$ cat src/rtl/pfd_pkg.sv
package pfd_pkg;

    localparam int NCH = 2;

    typedef enum logic [1:0] {
        PUMP_HIZ = 2'b00,
        PUMP_SRC = 2'b01,
        PUMP_SNK = 2'b10
    } pump_e;

    typedef enum logic [1:0] {
        SEL_PORT  = 2'b00,
        SEL_LOCK2 = 2'b01,
        SEL_LOCK1 = 2'b10,
        SEL_BOTH  = 2'b11
    } pin_sel_e;

    typedef struct packed {
        logic ref_lead;
        logic fb_lead;
    } phase_t;

    // Steering: a leading reference sinks under normal polarity.
    function automatic pump_e pump_dir(phase_t ph, logic pol, logic off);
        if (off || (ph.ref_lead == ph.fb_lead))
            return PUMP_HIZ;
        if (ph.ref_lead)
            return pol ? PUMP_SNK : PUMP_SRC;
        return pol ? PUMP_SRC : PUMP_SNK;
    endfunction

endpackage

$ cat src/rtl/pfd_phase_flags.sv
module pfd_phase_flags
    import pfd_pkg::*;
(
    input  logic   clk,
    input  logic   rst,
    input  logic   pd,
    input  logic   ref_pls,
    input  logic   fb_pls,
    output phase_t ph,
    output logic   err
);
    logic fr_q, ff_q;
    logic both;

    assign both = fr_q & ff_q;

    always_ff @(posedge clk) begin
        if (rst || pd) begin
            fr_q <= 1'b0;
            ff_q <= 1'b0;
        end else begin
            fr_q <= (both ? 1'b0 : fr_q) | ref_pls;
            ff_q <= (both ? 1'b0 : ff_q) | fb_pls;
        end
    end

    assign ph.ref_lead = fr_q & ~ff_q;
    assign ph.fb_lead  = ff_q & ~fr_q;
    assign err         = fr_q ^ ff_q;
endmodule

$ cat src/rtl/pfd_lock_det.sv
module pfd_lock_det #(
    parameter int WIN  = 2,
    parameter int REFS = 4
) (
    input  logic clk,
    input  logic rst,
    input  logic pd,
    input  logic ref_pls,
    input  logic err,
    output logic lock
);
    localparam int RW = (WIN < 1) ? 1 : $clog2(WIN + 1);
    localparam int CW = (REFS < 2) ? 1 : $clog2(REFS + 1);
    localparam logic [RW-1:0] RUN_MAX = RW'(WIN);
    localparam logic [CW-1:0] CNT_MAX = CW'(REFS);

    logic [RW-1:0] run_q;
    logic [CW-1:0] good_q;
    logic          wide;

    // Error has already lasted WIN cycles and is still present.
    assign wide = err && (run_q >= RUN_MAX);

    always_ff @(posedge clk) begin
        if (rst || pd)
            run_q <= '0;
        else if (!err)
            run_q <= '0;
        else if (run_q != RUN_MAX)
            run_q <= run_q + 1'b1;
    end

    always_ff @(posedge clk) begin
        if (rst || pd)
            good_q <= '0;
        else if (wide)
            good_q <= '0;
        else if (ref_pls && (good_q != CNT_MAX))
            good_q <= good_q + 1'b1;
    end

    assign lock = (good_q == CNT_MAX) && !pd;
endmodule

$ cat src/rtl/pfd_channel.sv
module pfd_channel
    import pfd_pkg::*;
#(
    parameter int WIN  = 2,
    parameter int REFS = 4
) (
    input  logic  clk,
    input  logic  rst,
    input  logic  ref_pls,
    input  logic  fb_pls,
    input  logic  pol,
    input  logic  hiz_force,
    input  logic  pd,
    output pump_e pump,
    output logic  lock
);
    phase_t ph;
    logic   err;

    pfd_phase_flags u_flags (
        .clk     (clk),
        .rst     (rst),
        .pd      (pd),
        .ref_pls (ref_pls),
        .fb_pls  (fb_pls),
        .ph      (ph),
        .err     (err)
    );

    pfd_lock_det #(.WIN(WIN), .REFS(REFS)) u_lock (
        .clk     (clk),
        .rst     (rst),
        .pd      (pd),
        .ref_pls (ref_pls),
        .err     (err),
        .lock    (lock)
    );

    assign pump = pump_dir(ph, pol, hiz_force | pd | rst);
endmodule

$ cat src/rtl/pfd_pin_mux.sv
module pfd_pin_mux
    import pfd_pkg::*;
(
    input  logic           clk,
    input  logic           rst,
    input  logic [NCH-1:0] lock,
    input  logic [NCH-1:0] ref_pls,
    input  logic [NCH-1:0] fb_pls,
    input  logic [NCH-1:0] pick_ref,
    input  logic [1:0]     sel,
    input  logic           test_en,
    input  logic           port_bit,
    output logic           pin
);
    pin_sel_e sel_e;
    logic     nxt;

    assign sel_e = pin_sel_e'(sel);

    always_comb begin
        unique case (sel_e)
            SEL_PORT:  nxt = port_bit;
            SEL_LOCK2: nxt = test_en ? (pick_ref[1] ? ref_pls[1] : fb_pls[1]) : lock[1];
            SEL_LOCK1: nxt = test_en ? (pick_ref[0] ? ref_pls[0] : fb_pls[0]) : lock[0];
            SEL_BOTH:  nxt = lock[0] | lock[1];
            default:   nxt = 1'b1;
        endcase
    end

    always_ff @(posedge clk) begin
        if (rst)
            pin <= 1'b1;
        else
            pin <= nxt;
    end
endmodule

$ cat src/rtl/twin_pfd_status.sv
module twin_pfd_status
    import pfd_pkg::*;
#(
    parameter int LOCK_WIN  = 2,
    parameter int LOCK_REFS = 4
) (
    input  logic       clk,
    input  logic       rst,
    input  logic [1:0] ref_pls,
    input  logic [1:0] fb_pls,
    input  logic [1:0] pol_norm,
    input  logic [1:0] hold_hiz,
    input  logic [1:0] chan_pd,
    input  logic [1:0] lock_sel,
    input  logic       test_en,
    input  logic [1:0] pick_ref,
    input  logic       port_bit,
    output logic [1:0] pump_up,
    output logic [1:0] pump_dn,
    output logic [1:0] pump_hiz,
    output logic [1:0] lock,
    output logic       stat_pin
);
    pump_e pump [NCH];

    for (genvar c = 0; c < NCH; c++) begin : g_ch
        pfd_channel #(.WIN(LOCK_WIN), .REFS(LOCK_REFS)) u_ch (
            .clk       (clk),
            .rst       (rst),
            .ref_pls   (ref_pls[c]),
            .fb_pls    (fb_pls[c]),
            .pol       (pol_norm[c]),
            .hiz_force (hold_hiz[c]),
            .pd        (chan_pd[c]),
            .pump      (pump[c]),
            .lock      (lock[c])
        );
        assign pump_up[c]  = (pump[c] == PUMP_SRC);
        assign pump_dn[c]  = (pump[c] == PUMP_SNK);
        assign pump_hiz[c] = (pump[c] == PUMP_HIZ);
    end

    pfd_pin_mux u_mux (
        .clk      (clk),
        .rst      (rst),
        .lock     (lock),
        .ref_pls  (ref_pls),
        .fb_pls   (fb_pls),
        .pick_ref (pick_ref),
        .sel      (lock_sel),
        .test_en  (test_en),
        .port_bit (port_bit),
        .pin      (stat_pin)
    );
endmodule

$ cat config.mk
export PLATFORM = sky130hd
export DESIGN_NAME = twin_pfd_status
export DESIGN_NICKNAME = d
export VERILOG_FILES = /design/src/rtl/pfd_pkg.sv /design/src/rtl/pfd_phase_flags.sv /design/src/rtl/pfd_lock_det.sv /design/src/rtl/pfd_channel.sv /design/src/rtl/pfd_pin_mux.sv /design/src/rtl/twin_pfd_status.sv
export SDC_FILE = /design/constraint.sdc
export NUM_CORES = 1
export LEC_CHECK = 0
export BUFFER_PORTS_ARGS = -buffer_cell sky130_fd_sc_hd__buf_2
export CAP_MARGIN = 10
export CORE_MARGIN = 2
export CORE_UTILIZATION = 50
export CTS_BUF_LIST = sky130_fd_sc_hd__clkbuf_4 sky130_fd_sc_hd__clkbuf_8 sky130_fd_sc_hd__clkbuf_16
export DETAILED_ROUTE_END_ITERATION = 6
export PLACE_DENSITY_LB_ADDON = 0.25
export SLEW_MARGIN = 5
export SYNTH_ARGS = -nofsm -noshare
export SYNTH_HDL_FRONTEND = slang
export SYNTH_SLANG_ARGS = --single-unit
$ cat constraint.sdc
create_clock -name clk -period 4.4 [get_ports clk]
set_input_delay 0.88 -clock clk [delete_from_list [all_inputs] [get_ports clk]]
set_output_delay 0.88 -clock clk [all_outputs]
set_load 0.03 [all_outputs]
* Word level (Yosys, flattened, before mapping)
Index checks and enable logic that the tools add are counted. Widths: inputs -> output; s select.
Storage, ports and cells: bits in registers 15, bits in latches 0, memory bits (writable) 0, memory bits (read-only) 0, input port bits 18, word-level logic and storage cells 99, memories kept 0
Operators by class: add/subtract/negate cells 4, multipliers 0, divide/modulo/power cells 0, $lt $le $gt $ge 2, eq/ne operators 15, shift-type cells 0, multiplexer cells 27, bitwise gates (word level) 23, reduce and logical (&&, ||, !) cells 19
Operators by type and width (number):
- $mux 2 | 12
- $mux 1 | 14
- $or 1x1->1 | 9
- $eq 2x2->1 const B | 4
- $reduce_or 2->1 | 4
- $add 3x1->3 const B | 2
- $and 1x1->1 | 6
- $eq 2x1->1 const B | 3
- $eq 3x3->1 const B | 2
- $logic_and 1x1->1 | 6
- $logic_not 2->1 | 3
- $ne 3x3->1 const B | 2
- $not 1->1 | 6
- $add 2x1->2 const B | 2
- $ge 2x2->1 const B | 2
- $logic_or 1x1->1 | 4
- $ne 2x2->1 const B | 2
- $pmux 1 s4 | 1
- $eq 1x1->1 | 2
- $logic_not 1->1 | 2
- $xor 1x1->1 | 2

* Logic depth before layout (Yosys ltp)
depth after elaboration 9, depth in mapped cells 6

* Modules after synthesis
From an unflattened synthesis, not the netlist that was laid out.
Unflattened totals: cells, all modules 115, area, all modules 945.9 µm²
Modules (own cells, without submodules):
- pfd_lock_det | instances 2, cells an instance 30, area each 256.5 µm²
- pfd_phase_flags | instances 2, cells an instance 11, area each 93.8 µm²
- pfd_pin_mux | instances 1, cells an instance 13, area each 105.1 µm²
- pfd_channel | instances 2, cells an instance 7, area each 48.8 µm²
- twin_pfd_status | instances 1, cells an instance 6, area each 42.5 µm²

* Least setup slack after synthesis
Ideal clock, no wire load.
path type input to output, start point input rst, end point output pump_dn[0], arrival time 2.062 ns, data required time 3.520 ns, slack 1.458 ns, cell stages on the path 3, cell sequence buf_6 or4_4 nor2_1
On the way: word-level cells in the longest chain between the ends 5
Ends and longest elaborated chain:
- from (decl) | RTL line twin_pfd_status.sv:8 | input logic rst,
- $or 1x1->1 | RTL line pfd_channel.sv:39 | assign pump = pump_dir(ph, pol, hiz_force | pd | rst);
- $logic_or 1x1->1 | RTL line pfd_pkg.sv:25 | if (off || (ph.ref_lead == ph.fb_lead))
- $mux 1 | RTL line pfd_pkg.sv:25
- $mux 2 | RTL line pfd_pkg.sv:27 | if (ph.ref_lead)
- $eq 2x2->1 | RTL line twin_pfd_status.sv:39 | assign pump_dn[c] = (pump[c] == PUMP_SNK);
- to (decl) | RTL line twin_pfd_status.sv:19 | output logic [1:0] pump_dn,
No other way between the ends.

* Worst setup path after layout
start point input rst, end point output pump_dn[1]
Same word-level chain as after synthesis.

==> metrics.txt <==
TritonCTS Buffers=3; vias in the first global route=702; post-route cell area=about 1000 um2; worst r2r src=g_ch[0].u_ch.u_lock.good_q[0]$_SDFFE_PP0P_; antenna-violating nets left=0; Max-Cap Viols=0; Ys Warns=0; Die Y-Extent=45.8 um; Rel. slew slack=71.7%; fillers=157; full die area=2100 um2; drt via density=5.25; clock-pin slew on the worst setup and hold paths=0.09 ns; Final Core Density=approximately three fifths; GRT overflow=0; first drt pass iteration count=4; cts repair resizes=0; htree depth=1; CTS root buffer=clkbuf_4; Min-Delay Startpoint=g_ch[1].u_ch.u_lock.good_q[2]$_SDFFE_PP0P_; run status=complete, no violations; period utilisation layout=63.4%; post-CTS setup buffers=0; total track usage=17.0%; worst hold path depth=2; clock latency on the worst-skew pair=0.28 ns; layout cells sized above 1=27.0%; Post-layout nets=155; hold buffer count at cts=0; hpwl dp=about 1400 um; register area=300 um2; first-pass GRT wire length=2620 um; Yosys top cell by area=dfxtp_1; initial antenna violation count=0; sequential area share after synthesis=between 30% and 40%; DIE WIDTH=45.8 um; worst-margin pin slew=roughly 0.42 ns; critical path class=primary input to output port; Layout area overhead=17.7%; RSZ-0062 raised after global routing=false; PD cells=approximately 260 nW/um2; DRT Wirelength=between 1500 and 2000 um; Mapped Nets=127; Leakage=0.500 nW; TNS Setup=0 ns; Reg2Reg Capture Point=g_ch[0].u_ch.u_lock.good_q[1]$_SDFFE_PP0P_; Cell Area, Synth=875 um2; top post-synthesis cells by area=dfxtp_1 34%, ha_1 14%, nor2_1 6.0%; synthesized instance count=99; Hold Path End=g_ch[1].u_ch.u_lock.good_q[2]$_SDFFE_PP0P_; Worst Skew=0.000335 ns; worst path required time=approximately 3.5 ns; Antenna Diode Count=0; highest clock rate=between 0.3 and 0.4 GHz; worst r2r path cells=6; clock buffer depth=2; hold slack final=0.546 ns; post-synthesis cell type count=23; largest net degree at the start of global routing=11; most common cell after layout, fill and taps aside=buf_2; Routed wire per std cell=11.4 um; drt drc=0; final setup vio count=0; final-report hold violation count=0; Worst setup SP type=primary input; minimum clock period=2.79 ns; flops & latches, synth=15; Synth top area share=34.3%; Crit Path Max Fanout=10; Placed Area=1000 um2; reg-to-reg slack, setup=roughly 3.0 ns; Slew Viols, Final=0; total power=0.272 mW; row cnt=15; IO Pins=27; Max VDD drop=between 0.15 and 0.2 mV; Clock Sinks=15; syn avg cell area=8.83 um2; routed vias=751; Multi-input gate area=499 um2; Initial Util=51.8%; critical path arrival=1.91 ns; Hold Crit Class=flip-flop to flip-flop; most frequent cells in the layout=26 x buf_2, 15 x dfxtp_1, 14 x nor2_1; CTS tree=done; initial DRC count=10; crit end category=output port; Placer Congestion=0.714; port bufs=26; total core area=1690 um2
## sequential cells by signal, summed over array words and instances (netlist names)
| signal | count |
|---|---|
| g_ch.u_ch.u_lock.good_q | 6 |
| g_ch.u_ch.u_lock.run_q | 4 |
| g_ch.u_ch.u_flags.ff_q | 2 |
| g_ch.u_ch.u_flags.fr_q | 2 |
| u_mux.pin | 1 |
## cell usage after synthesis
library cell	count
mux2i_1	4
a32oi_1	1
ha_1	10
o21a_1	4
nor4_1	4
buf_4	2
or4_4	2
dfxtp_1	15
a21oi_1	6
nor3_1	3
nor2b_1	1
buf_6	1
inv_1	13
xnor2_1	3
o21ai_0	3
nand3b_1	2
and4b_1	2
nand3_1	1
nor2b_2	2
a21boi_0	2
nor2_1	14
nand2_1	1
xor2_1	3
## per-layer routing
metal	wire length [um]	GRT usage (%)
met5	0	0
met4	27	6.86
met3	93	2.38
met2	786	31.0
met1	719	19.7
## how the worst max path moves through the flow
| stage | startpoint | endpoint | slack (ns) | cells after the start |
|---|---|---|---|---|
| floorplan | rst | pump_dn[0] | 1.46 | 3 |
| global placement | rst | pump_dn[0] | 1.61 | 4 |
| detailed placement | rst | pump_dn[1] | 1.60 | 4 |
| CTS | rst | pump_dn[1] | 1.60 | 4 |
| global route | rst | pump_dn[0] | 1.55 | 4 |
| finish | rst | pump_dn[1] | 1.61 | 4 |
## cell type report
class / instances / share of cell area (%)
multi-input combinational: 68 / 48.5
sequential: 15 / 29.2
timing repair buffer: 26 / 12.6
inverter: 13 / 4.74
clock buffer: 4 / 2.92
tap: 17 / 2.07
## kinds of logic (layout without fill, tap and decap cells)
kind of cell,after synthesis,in the layout,synth area share [%]
buffers and inverters,16,43,8.58
AOI/OAI and AO/OA,16,16,11.3
adders and majority gates,10,10,14.3
xor gates and xnor gates,6,6,6.01
DFF,15,15,34.3
and+or+nand+nor,32,32,20.9
muxes,4,4,4.58
## where the power goes
| group | switching, mW | internal [mW] |
|---|---|---|
| clock network | 0.0440 | 0.0414 |
| registers | 0.00275 | 0.140 |
| logic | 0.0232 | 0.0199 |
## per-stage QoR
step / instances / setup WS, ns
after floorplan: 99 / 1.46
after global placement: 139 / 1.61
after detailed placement: 139 / 1.60
after CTS: 143 / 1.60
after global routing: 143 / 1.55
final: 143 / 1.61
## critical path, stage by stage
cell     delay (ns)
buf_2          0.16
or4_4          0.56
nor2b_2        0.12
buf_2          0.20
(Power assumes the default switching activity.)
